==> src/rtl/sertx_pkg.sv <==
package sertx_pkg;

    typedef enum logic {
        RM_AFTER  = 1'b0,
        RM_DURING = 1'b1
    } rmode_e;

    function automatic logic mode_allows(rmode_e mode, logic busy);
        return (mode == RM_DURING) ? busy : !busy;
    endfunction

endpackage

==> src/rtl/sertx_bit_timer.sv <==
module sertx_bit_timer #(
    parameter int CLK_DIV = 4,
    parameter int NBITS   = 16
) (
    input  logic clk,
    input  logic rst_n,
    input  logic restart,
    input  logic run,
    output logic sclk_phase,
    output logic period_end,
    output logic last_period
);
    localparam int DW   = (CLK_DIV > 1) ? $clog2(CLK_DIV) : 1;
    localparam int BW   = (NBITS > 1) ? $clog2(NBITS) : 1;
    localparam int HALF = CLK_DIV / 2;

    typedef struct packed {
        logic [DW-1:0] div;
        logic [BW-1:0] bitn;
    } tmr_t;

    tmr_t st_d, st_q;

    always_comb begin
        st_d = st_q;
        if (restart) begin
            st_d.div  = '0;
            st_d.bitn = '0;
        end else if (run) begin
            if (st_q.div == DW'(CLK_DIV - 1)) begin
                st_d.div  = '0;
                st_d.bitn = st_q.bitn + 1'b1;
            end else begin
                st_d.div = st_q.div + 1'b1;
            end
        end
    end

    always_ff @(posedge clk or negedge rst_n) begin
        if (!rst_n) st_q <= '0;
        else        st_q <= st_d;
    end

    assign sclk_phase  = (st_q.div >= DW'(HALF));
    assign period_end  = (st_q.div == DW'(CLK_DIV - 1));
    assign last_period = (st_q.bitn == BW'(NBITS - 1));

endmodule

==> src/rtl/sertx_shifter.sv <==
module sertx_shifter #(
    parameter int W = 16
) (
    input  logic         clk,
    input  logic         rst_n,
    input  logic         load,
    input  logic [W-1:0] load_val,
    input  logic         shift,
    output logic         msb
);
    logic [W-1:0] sh_d, sh_q;

    always_comb begin
        sh_d = sh_q;
        if (load)       sh_d = load_val;
        else if (shift) sh_d = {sh_q[W-2:0], 1'b0};
    end

    always_ff @(posedge clk or negedge rst_n) begin
        if (!rst_n) sh_q <= '0;
        else        sh_q <= sh_d;
    end

    assign msb = sh_q[W-1];

endmodule

==> src/rtl/sertx_capture.sv <==
module sertx_capture #(
    parameter int W = 16
) (
    input  logic         clk,
    input  logic         rst_n,
    input  logic         conv_done,
    input  logic [W-1:0] result_in,
    input  logic         take,
    input  logic         retry,
    output logic [W-1:0] held,
    output logic         pending
);
    typedef struct packed {
        logic [W-1:0] word;
        logic         pend;
    } cap_t;

    cap_t cap_d, cap_q;

    always_comb begin
        cap_d = cap_q;
        if (conv_done) begin
            cap_d.word = result_in;
            cap_d.pend = 1'b1;
        end else if (take) begin
            cap_d.pend = 1'b0;
        end else if (retry) begin
            cap_d.pend = 1'b1;
        end
    end

    always_ff @(posedge clk or negedge rst_n) begin
        if (!rst_n) cap_q <= '0;
        else        cap_q <= cap_d;
    end

    assign held    = cap_q.word;
    assign pending = cap_q.pend;

endmodule

==> src/rtl/sertx_master.sv <==
module sertx_master
    import sertx_pkg::*;
#(
    parameter int DATA_W  = 16,
    parameter int CLK_DIV = 4
) (
    input  logic              clk,
    input  logic              rst_n,
    input  logic              conv_done,
    input  logic [DATA_W-1:0] result_in,
    input  logic              busy_in,
    input  logic              read_during,
    input  logic              sync_inv,
    input  logic              cs_n,
    input  logic              rd_n,
    output logic              sclk_o,
    output logic              sdout_o,
    output logic              sync_o
);
    typedef struct packed {
        logic active;
    } ctl_t;

    ctl_t ctl_d, ctl_q;

    logic              gate_ok;
    logic              start;
    logic              abort;
    logic              finish;
    logic              run;
    logic              pending;
    logic [DATA_W-1:0] held;
    logic              sclk_phase;
    logic              period_end;
    logic              last_period;
    logic              msb;

    assign gate_ok = !cs_n && !rd_n;
    assign start   = !ctl_q.active && pending && gate_ok
                   && mode_allows(rmode_e'(read_during), busy_in);
    assign abort   = ctl_q.active && !gate_ok;
    assign run     = ctl_q.active && gate_ok;
    assign finish  = run && period_end && last_period;

    always_comb begin
        ctl_d = ctl_q;
        if (start)                ctl_d.active = 1'b1;
        else if (abort || finish) ctl_d.active = 1'b0;
    end

    always_ff @(posedge clk or negedge rst_n) begin
        if (!rst_n) ctl_q <= '0;
        else        ctl_q <= ctl_d;
    end

    sertx_capture #(.W(DATA_W)) u_cap (
        .clk       (clk),
        .rst_n     (rst_n),
        .conv_done (conv_done),
        .result_in (result_in),
        .take      (start),
        .retry     (abort),
        .held      (held),
        .pending   (pending)
    );

    sertx_bit_timer #(.CLK_DIV(CLK_DIV), .NBITS(DATA_W)) u_tmr (
        .clk         (clk),
        .rst_n       (rst_n),
        .restart     (start),
        .run         (run),
        .sclk_phase  (sclk_phase),
        .period_end  (period_end),
        .last_period (last_period)
    );

    sertx_shifter #(.W(DATA_W)) u_sh (
        .clk      (clk),
        .rst_n    (rst_n),
        .load     (start),
        .load_val (held),
        .shift    (run && period_end),
        .msb      (msb)
    );

    assign sclk_o  = ctl_q.active && sclk_phase;
    assign sdout_o = ctl_q.active && msb;
    assign sync_o  = ctl_q.active ^ sync_inv;

endmodule

==> config.mk <==
export PLATFORM = sky130hd
export DESIGN_NAME = sertx_master
export DESIGN_NICKNAME = d
export VERILOG_FILES = /design/src/rtl/sertx_pkg.sv /design/src/rtl/sertx_bit_timer.sv /design/src/rtl/sertx_shifter.sv /design/src/rtl/sertx_capture.sv /design/src/rtl/sertx_master.sv
export SDC_FILE = /design/constraint.sdc
export NUM_CORES = 1
export LEC_CHECK = 0
export BUFFER_PORTS_ARGS = -buffer_cell sky130_fd_sc_hd__buf_2
export CAP_MARGIN = 20
export CELL_PAD_IN_SITES_DETAIL_PLACEMENT = 0
export CELL_PAD_IN_SITES_GLOBAL_PLACEMENT = 1
export CORE_UTILIZATION = 45
export CTS_CLUSTER_SIZE = 25
export DETAILED_ROUTE_END_ITERATION = 7
export GPL_TIMING_DRIVEN = 0
export PLACE_DENSITY = 0.81
export SLEW_MARGIN = 15
export SYNTH_ARGS = -nofsm -noshare
export SYNTH_HDL_FRONTEND = slang
export SYNTH_HIERARCHICAL = 1
export SYNTH_SLANG_ARGS = --single-unit
==> constraint.sdc <==
create_clock -name clk -period 1.7 [get_ports clk]
set_input_delay 0.17 -clock clk [delete_from_list [all_inputs] [get_ports clk]]
set_output_delay 0.17 -clock clk [all_outputs]
set_load 0.005 [all_outputs]
; After elaboration in Yosys (flattened, before gate mapping)
; Index checks and enable logic that the tools add are counted.
[word_totals]
ff_bits = 40
out_inout_bits = 3
wordCells = 46
[op_classes]
addsub = 2
order_cmp = 1
n_eq_ne = 2
mux = 12
bitwise = 1
n_reduce_logical = 22
[op_table]
columns = op, count
row1 = $mux 16, 2
row2 = $mux 6, 2
row3 = $logic_and 1x1->1, 10
row4 = $reduce_bool 2->1, 4
row5 = $mux 1, 6
row6 = $logic_not 1->1, 5
row7 = $add 4x1->4 const B, 1
row8 = $eq 4x4->1 const B, 1
row9 = $mux 4, 1
row10 = $reduce_bool 3->1, 1
row11 = $add 2x1->2 const B, 1
row12 = $eq 2x2->1 const B, 1
row13 = $ge 2x2->1 const B, 1
row14 = $mux 2, 1
row15 = $reduce_and 2->1, 1
row16 = $logic_or 1x1->1, 1
row17 = $xor 1x1->1, 1

; Logic depth before layout (Yosys ltp)
; Gate-level depths: netlist of the first run.
[logic_depth]
depth_word = 8
ltp_mapped = 6
depth_no_buf = 5

; Cells and area by module
; The synthesis of the first run kept the hierarchy.
[by_module_without_submodules]
columns = mod, n_inst, cells_each, area_each_um2, seq_area_each_um2
row1 = sertx_shifter, 1, 69, 742.0, 400.4
row2 = sertx_capture, 1, 37, 681.9, 425.4
row3 = sertx_bit_timer, 1, 30, 304.0, 150.1
row4 = sertx_master, 1, 13, 117.6, 25.0

; Worst setup path after synthesis of the first run
; OpenSTA, ideal clock, no wires.
[synth_path]
path_type = register to register
start = register ctl_q
end = register u_sh.sh_q[14]
t_arrival_ns = 1.405
required_time_ns = 1.565
slack_ns = 0.160
stages_incl_launch_ff = 5
path_buffers = 1
period_less_slack_ns = 1.540
cell_sequence = dfrtp_1 nor4b_2 and2_1 clkbuf_1 o21ai_0
[synth_between]
elab_chain_len = 5
word_cells_on_any_way = 8
classes_between = mux (1) / reduce/logical (7)
[synth_rtl]
columns = item, line_no
row1 = "start, declared", sertx_master.sv:24  ; ctl_t ctl_d, ctl_q;
row2 = "start signal, assigned", sertx_master.sv:53  ; else ctl_q <= ctl_d;
row3 = $logic_not 1->1, sertx_master.sv:39  ; assign start = !ctl_q.active && pending && gate_ok
row4 = $logic_and 1x1->1 (2 in a row), sertx_master.sv:39
row5 = $logic_and 1x1->1, sertx_master.sv:40  ; && mode_allows(rmode_e'(read_during), busy_in);
row6 = $mux 16 / $reduce_bool 2->1 (equally long branches), -
row7 = "end signal, assigned", sertx_shifter.sv:20  ; if (!rst_n) sh_q <= '0;
row8 = "end signal, assigned", sertx_shifter.sv:21  ; else sh_q <= sh_d;
row9 = "end, declared", sertx_shifter.sv:11  ; logic [W-1:0] sh_d, sh_q;
; Parallel ways exist; a longest one is shown, timed or not.
; A chain may end at the register's enable or synchronous reset.

; Worst setup path after layout of the first run
[layout_path]
start = register u_tmr/st_q[4] (netlist name)
end = output port sclk_o
[layout_between]
elab_chain_len = 2
[layout_rtl]
columns = item, line_no
row1 = "start, declared", sertx_bit_timer.sv:22  ; tmr_t st_d, st_q;
row2 = "start signal, assigned", sertx_bit_timer.sv:41  ; else st_q <= st_d;
row3 = $ge 2x2->1, sertx_bit_timer.sv:44  ; assign sclk_phase = (st_q.div >= DW'(HALF));
row4 = via sclk_phase, sertx_master.sv:33  ; logic sclk_phase;
row5 = $logic_and 1x1->1, sertx_master.sv:86  ; assign sclk_o = ctl_q.active && sclk_phase;
row6 = "end, declared", sertx_master.sv:16  ; output logic sclk_o,
; The timed path passes the listed nets, and every way through them passes these cells.

==> metrics.txt, run 1 <==
total global-route track usage 0.171; first-pass GRT wire length ~5500 um; boundary pin count 27; Post-synth EDFFs 0; worst skew pair latency about 290 ps; crit-path max FO 3; Worst-Margin Slew 852 ps; Post-Syn Nets approximately 180; met2 GRT Util 0.263; number of buffers on the longest clock path 2; # H-tree levels 2; Core Area 0.00380 mm2; Post-Synthesis Cell Area about 0.0018 mm2; Post-synth top flop dfrtp_1; Synth Area in Compound Gates 0.0651; CP arrival 1420 ps; GR Util met3 0.0414; Clock Sinks 40; GRT Residual Overflow 0; largest net degree at the start of global routing about 40; RSZ-0062 raised after global routing no; clock skew ~10 ps; Design Area, Final 0.00214 mm2; Hold Path Class input port to async pin; cell area after placement 0.00203 mm2; Avg Cell Area, Syn between 10 and 15 um2; status finished, violations left; WHS -4.81 ps; most used routing layer met2; Post-DRT Antenna Nets 0; largest cells by area after synthesis dfrtp_1, mux2i_1, mux2_4, mux2_2, nand2_1; most frequent cells in the layout dfrtp_1, buf_2, nand2_1; hold buffer count at cts 0; initial antenna violation count 0; vias in the first global route 1204; vias per cell 5.19; Pleak 0.965 nW; First-pass DRT Iterations 4; Clock transition at path regs ~80 ps; via count 1198; Syn Inst Count 149; Synth area leader dfrtp_1; area of the multi-input gates 772 um2; IO Port Bufs 25; # DRC 0; final WL 3150 um; final setup violating endpoints 0; register area share after synthesis 0.542; Max VDD drop 0.614 mV; Max-Cap Viols 0; setup TNS 0 ps; violated checks negative hold slack; die height 66.0 um; PwrDens 1030 mW/mm2; Adder-Cell Fraction of Synth Area 0.0203; HPWL Detailed 2200 um; fraction of layout cells with a size suffix above 1 0.355; fill count roughly 330; Max-slew headroom 0.432; total CTS buffers 5; DRT iter0 DRCs 41; Synthesis Warnings 6; Data required, critical path 1530 ps; share of the synthesized area in the top cell type 0.542; unique cell type count in the Yosys netlist 31; # rows 22; CTS tree built; Final Hold Violating Endpoints 23; Worst setup EP type primary output; Die Area 0.00436 mm2; starting density of the core 0.486; largest family of logic cells by synthesized area multiplexers; asr flop ratio synth 1.00; Worst Setup Start Kind flip-flop; Root Buffer clkbuf_8; routability cong. roughly 0.66; Final Max Slew Viols 0; period utilization 0.937; crit path time final 1590 ps; Register Area 0.00100 mm2; XOR/XNOR Fraction of Synth Area 0.0190; antenna fix cells 0; wire length per cell 13.6 um; Setup Crit Path Kind flip-flop to primary output; post-synthesis simple-gate area fraction 0.107; Final #Nets 209; GR Util met1 0.227; Seq cells post-synth 40; Die Wd 66.0 um; area growth from synthesis to layout 16.0%; portion of netlist area occupied by mux cells 0.203; most common cell after layout, fill and taps aside dfrtp_1; f_max between 600 and 700 MHz
[area by class of cell]
type / count / area share
clock buffers: 7 / 0.0403
clock inverters: 1 / 0.00351
plain buffers: 7 / 0.0362
inverters: 1 / 0.00175
repair buffers: 26 / 0.0620
multi-input cells: 101 / 0.361
flip-flops and latches: 40 / 0.468
well taps: 48 / 0.0281
[what timing repair did]
action	CTS	global route
buffers inserted	0	1
endpoints found under the setup margin	16	7
gates resized for setup	2	3
hold endpoints to repair	0	0
[path summary, 6_finish.rpt]
path | start | end | cells past startpoint | slack, ps
worst max-delay path | u_tmr/st_q[4] | sclk_o | 5 | 110
worst min-delay path | rst_n | u_sh/sh_q[0] | 1 | -5
worst max register to register | u_tmr/st_q[5] | u_sh/sh_q[11] | 6 | 150
worst min register to register | u_cap/held[12] | u_sh/sh_q[12] | 2 | 500
max in group asynchronous | rst_n | ctl_q | 1 | 1170
min in group clk | result_in[6] | u_cap/held[6] | 2 | 110
[power by group]
part | leakage [nW] | switching [mW] | internal (mW) | total, mW
Clock | 0.0445 | 0.310 | 0.330 | 0.639
Combinational | 0.428 | 0.151 | 0.195 | 0.346
Sequential | 0.493 | 0.102 | 1.12 | 1.22
[worst max-delay path: stages (launching register included)]
cell     delay (ps)
dfrtp_1         380
inv_1            50
ha_1            180
or2_4           240
and2_2          180
buf_2           120
[Yosys cell counts, types with 2 or more instances]
| library cell | count |
|---|---|
| dfrtp_1 | 40 |
| buf_2 | 2 |
| nand2_1 | 18 |
| xor2_1 | 3 |
| buf_6 | 2 |
| and2_2 | 3 |
| mux2i_1 | 16 |
| o21ai_1 | 9 |
| ha_1 | 3 |
| nor2_1 | 7 |
| nand3_1 | 3 |
| mux2_4 | 9 |
| a21oi_1 | 2 |
| mux2_2 | 7 |
| buf_12 | 2 |
| o21ai_0 | 8 |
[sequential cells by signal (all words and copies together), names as in the netlist]
signal         flops
u_cap/held        16
u_sh/sh_q         16
u_tmr/st_q         6
ctl_q              1
u_cap/pending      1
[cells by family (layout without fill, tap and decap cells)]
family,after synthesis,in the layout
adders and majority gates,3,3
xor gates and xnor gates,4,4
muxes,32,32
DFF,40,40
and+or+nand+nor,40,40
buffers and inverters,8,42
AOI/OAI and AO/OA,22,22
[stage by stage]
stage           util  setup WS [ps]  cells  hold slack (ps)  power [mW]
2_1_floorplan      -            160    149             -126        1.45
3_3_place_gp   0.535           -163    222              327        1.54
3_5_place_dp   0.535           -198    222              339        1.57
4_1_cts        0.560           25.6    230             25.8        2.22
5_1_grt        0.564           39.4    231             66.0        2.34
6_report       0.564            108    231            -4.81        2.20
[routing by layer]
metal / vias to the layer above / part of all wire / wire length, um
li1: 577 / - / -
met1: 588 / 0.46 / 1450
met2: 28 / 0.48 / 1510
met3: 5 / 0.047 / 149
met4: 0 / 0.014 / 45
met5: - / 0 / 0
Power figures use the tool's default switching activity.
==> inputs of run 2 (changes only) <==
RECOVER_POWER = 50   (was default)
==> metrics.txt, run 2 (synthesis gave the netlist of run 1 again) <==
Max VDD drop between 0.6 and 0.7 mV; CTS tree built; Root Buffer clkbuf_8; wire length per cell 13.6 um; Die Area 0.00436 mm2; Die Wd around 66 um; final WL 3150 um; WHS about 28 ps; Worst Setup Start Kind flip-flop; clock skew around 10 ps; f_max between 600 and 700 MHz; IO Port Bufs 25; Worst setup EP type primary output; Max-Cap Viols 0; fill count 333; Hold Path Class input port to async pin; most frequent cells in the layout dfrtp_1, buf_2, nand2_1; vias in the first global route 1204; fraction of layout cells with a size suffix above 1 0.355; # rows 22; largest net degree at the start of global routing 41; final setup violating endpoints 0; GRT Residual Overflow 0; Max-slew headroom 0.364; routability cong. 0.656; placed cells approximately 220; Final Max Slew Viols 0; R2R Setup Slk around 150 ps; die height 66.0 um; boundary pin count 27; via count 1198; vias per cell 5.19; area growth from synthesis to layout 16.0%; CP startpoint u_tmr/st_q[4]; RSZ-0062 raised after global routing no; Post-DRT Antenna Nets 0; Data required, critical path around 1500 ps; Final Hold Violating Endpoints 0; area of the multi-input gates 772 um2; Pleak 0.965 nW; crit path time final 1590 ps; total global-route track usage 0.171; First-pass DRT Iterations 4; PwrDens 1030 mW/mm2; Clock Sinks 40; Register Area roughly 0.0010 mm2; RR Endpoint u_sh/sh_q[11]; most common cell after layout, fill and taps aside dfrtp_1; worst setup margin 108 ps; # DRC 0; Setup Crit Path Kind flip-flop to primary output; status finished, final reports clean; antenna fix cells 0; Core Area between 0.003 and 0.004 mm2; Clock transition at path regs around 80 ps; period utilization 0.937; total CTS buffers 5; initial antenna violation count 0; Final #Nets approximately 210; crit-path max FO 3; worst reg2reg path startpoint u_tmr/st_q[5]; DRT iter0 DRCs 41; starting density of the core 0.486; first-pass GRT wire length 5480 um; Worst R2R Path Depth 6; Cell Count, Final, Fillers Out 231; CP arrival between 1000 and 1500 ps; HPWL Detailed 2200 um; pre-CTS setup slack -198 ps; Worst-Margin Slew approximately 950 ps; number of buffers on the longest clock path 2; worst skew pair latency 290 ps; # H-tree levels 2
[run 2: changes by cell type in the layout (fill, tap and decap cells not counted)]
| cell | delta |
|---|---|
| clkbuf_2 | +1 |
| buf_2 | -1 |
[run 2: power by group]
part | total (mW) | internal [mW] | switching, mW
logic | 0.346 | 0.195 | 0.151
clock network | 0.639 | 0.330 | 0.310
registers | 1.22 | 1.12 | 0.102
[run 2: layer usage]
metal	track usage	routed length, um	up-vias
li1	-	-	577
met1	0.227	1450	588
met2	0.263	1510	28
met3	0.0414	149	5
met4	0.0798	45	0
met5	0	0	-
[run 2: worst max-delay path: stages (launching register included)]
cell and delay, ps:
dfrtp_1 380, inv_1 50, ha_1 180, or2_4 240
and2_2 180, buf_2 120
[run 2: what timing repair did]
action / 4_1_cts / 5_1_grt
pin swaps: 0 / 0
resized for setup: 2 / 3
buffers inserted: 0 / 1
setup endpoints to repair: 16 / 7
hold buffers: 0 / 0
[run 2: through the flow]
| step | total power [mW] | instance area [um2] | util | TNS [ps] |
|---|---|---|---|---|
| 6_report | 2.20 | 2140 | 0.564 | 0 |
| 5_1_grt | 2.34 | 2140 | 0.564 | 0 |
| 4_1_cts | 2.22 | 2130 | 0.560 | 0 |
| 3_5_place_dp | 1.57 | 2030 | 0.535 | -1780 |
| 3_3_place_gp | 1.54 | 2030 | 0.535 | -1480 |
| 2_1_floorplan | 1.45 | 1850 | - | 0 |
[run 2: cell type report]
type                            instances  area share
Inverter                                1     0.00175
Buffer                                  7      0.0362
Multi-Input combinational cell        101       0.361
Clock buffer                            7      0.0403
Sequential cell                        40       0.468
Timing Repair Buffer                   26      0.0620
Tap cell                               48      0.0281
Clock inverter                          1     0.00351
[run 2: how the worst max path moves through the flow]
stage	to
after global placement	u_sh/sh_q[3]
final	sclk_o
after detailed placement	u_sh/sh_q[1]
after CTS	sclk_o
after floorplan	u_sh/sh_q[14]
after global routing	sclk_o
==> inputs of run 3 (changes only) <==
CAP_MARGIN = 15   (was 20)
PLACE_DENSITY = default   (was 0.81)
PLACE_DENSITY_LB_ADDON = 0.1   (was default)
==> metrics.txt, run 3 (synthesis gave the netlist of run 1 again) <==
hold buffer count at cts 0; Worst Setup Start Kind flip-flop; Setup Crit Path Kind flip-flop to primary output; Final Max Slew Viols 0; CTS tree built; number of buffers on the longest clock path 2; antenna fix cells 0; Worst-Margin Slew 1010 ps; starting density of the core 0.486; WHS 38.8 ps; Hold Path Class input port to async pin; Root Buffer clkbuf_8; First-pass DRT Iterations 4; Max-Cap Viols 0; status finished, final reports clean; most common cell after layout, fill and taps aside dfrtp_1; Worst setup EP type primary output; Data required, critical path 1530 ps; Clock Sinks 40; # DRC 0; wire length per cell 14.1 um; first-pass GRT wire length 5820 um; Max-slew headroom 0.327; final WL 3260 um; CP peak stage delay 370 ps; cells along the critical path inv_1, ha_1, or2_2, and2_2, buf_2; routability cong. 0.691; die height 66.0 um; Post-DRT Antenna Nets 0; period utilization 0.957; RSZ-0062 raised after global routing no; Final Hold Violating Endpoints 0; Core Area 0.00380 mm2; CP arrival 1460 ps; Pleak 0.972 nW; HPWL Detailed roughly 2200 um; most frequent cells in the layout dfrtp_1, buf_2, nand2_1; Die Wd 66.0 um; Final #Nets 209; final setup violating endpoints 0; initial antenna violation count 0; IO Port Bufs 25; fin util 0.567; crit-path max FO 3; GRT Residual Overflow 0; fill count 357; Max VDD drop around 0.6 mV; crit path time final 1630 ps; Critical Path Slowest Stage Cell dfrtp_1; Die Area 0.00436 mm2; # H-tree levels 2; via count 1197; Worst R2R Path Depth 5; fraction of layout cells with a size suffix above 1 0.355; f_max 615 MHz; clock skew 11.0 ps; vias per cell 5.18; largest net degree at the start of global routing 41; DRT iter0 DRCs 51; vias in the first global route 1258; boundary pin count 27; worst skew pair latency 290 ps; PwrDens 1030 mW/mm2; total CTS buffers 5; # rows 22; total global-route track usage 0.179; Clock transition at path regs 80 ps; area growth from synthesis to layout 16.7%
## run 3: changes by cell type in the layout (fill, tap and decap cells not counted)
| cell | change |
|---|---|
| clkbuf_4 | +3 |
| buf_2 | -2 |
| clkbuf_2 | -1 |
| nor4b_2 | -1 |
| nor4b_4 | +1 |
| or2_2 | +1 |
| or2_4 | -1 |
## run 3: per-layer routing
metal  wire length, um  share of wire  track usage  up-vias
met1              1600           0.49        0.231      585
li1                  -              -            -      578
met2              1470           0.45        0.288       29
met3               140          0.043       0.0414        5
met5                 0              0            0        -
met4                45          0.014       0.0718        0
## run 3: final cells by class
type	count	area, um2	share of cell area
sequential	40	1000	0.465
multi-input combinational	101	778	0.361
timing repair buffer	26	133	0.0616
clock buffer	7	86.3	0.0401
buffer	7	85.1	0.0395
tap	48	60.1	0.0279
clock inverter	1	7.51	0.00348
inverter	1	3.75	0.00174
## run 3: repair_timing
action | 4_1_cts | 5_1_grt
pin swaps | 0 | 1
resized for setup | 2 | 7
endpoints found under the setup margin | 16 | 17
gates cloned | 0 | 0
buffers inserted | 0 | 1
## run 3: final timing paths
path	slack (ps)	startpoint	end
worst min-delay path	40	rst_n	u_tmr/st_q[1]
min in group clk	110	result_in[15]	u_cap/held[15]
worst min register to register	490	u_cap/held[2]	u_sh/sh_q[2]
max in group asynchronous	1020	rst_n	u_sh/sh_q[4]
worst max-delay path	70	u_tmr/st_q[4]	sclk_o
worst max register to register	160	ctl_q	u_sh/sh_q[3]
## run 3: worst max-delay path: cells and delay by family, from the launching register on
family | cells | cell delay, ps
flip-flops | 1 | 370
AND/OR/NAND/NOR | 2 | 460
adder cells (fa/ha/maj) | 1 | 180
buffers and inverters | 2 | 170
## run 3: through the flow
stage	power (mW)	instance area [um2]	setup TNS [ps]	std cells	setup WS, ps
6_report	2.21	2150	0	231	73.2
5_1_grt	2.35	2150	0	231	12.7
4_1_cts	2.22	2130	0	230	11.4
3_5_place_dp	1.57	2030	-2890	222	-275
3_3_place_gp	1.54	2030	-2220	222	-218
2_1_floorplan	1.45	1850	0	149	160
## run 3: power breakdown
| part | switching (mW) | total, mW | internal, mW |
|---|---|---|---|
| clock network | 0.323 | 0.652 | 0.330 |
| logic | 0.154 | 0.346 | 0.192 |
| registers | 0.0986 | 1.22 | 1.12 |
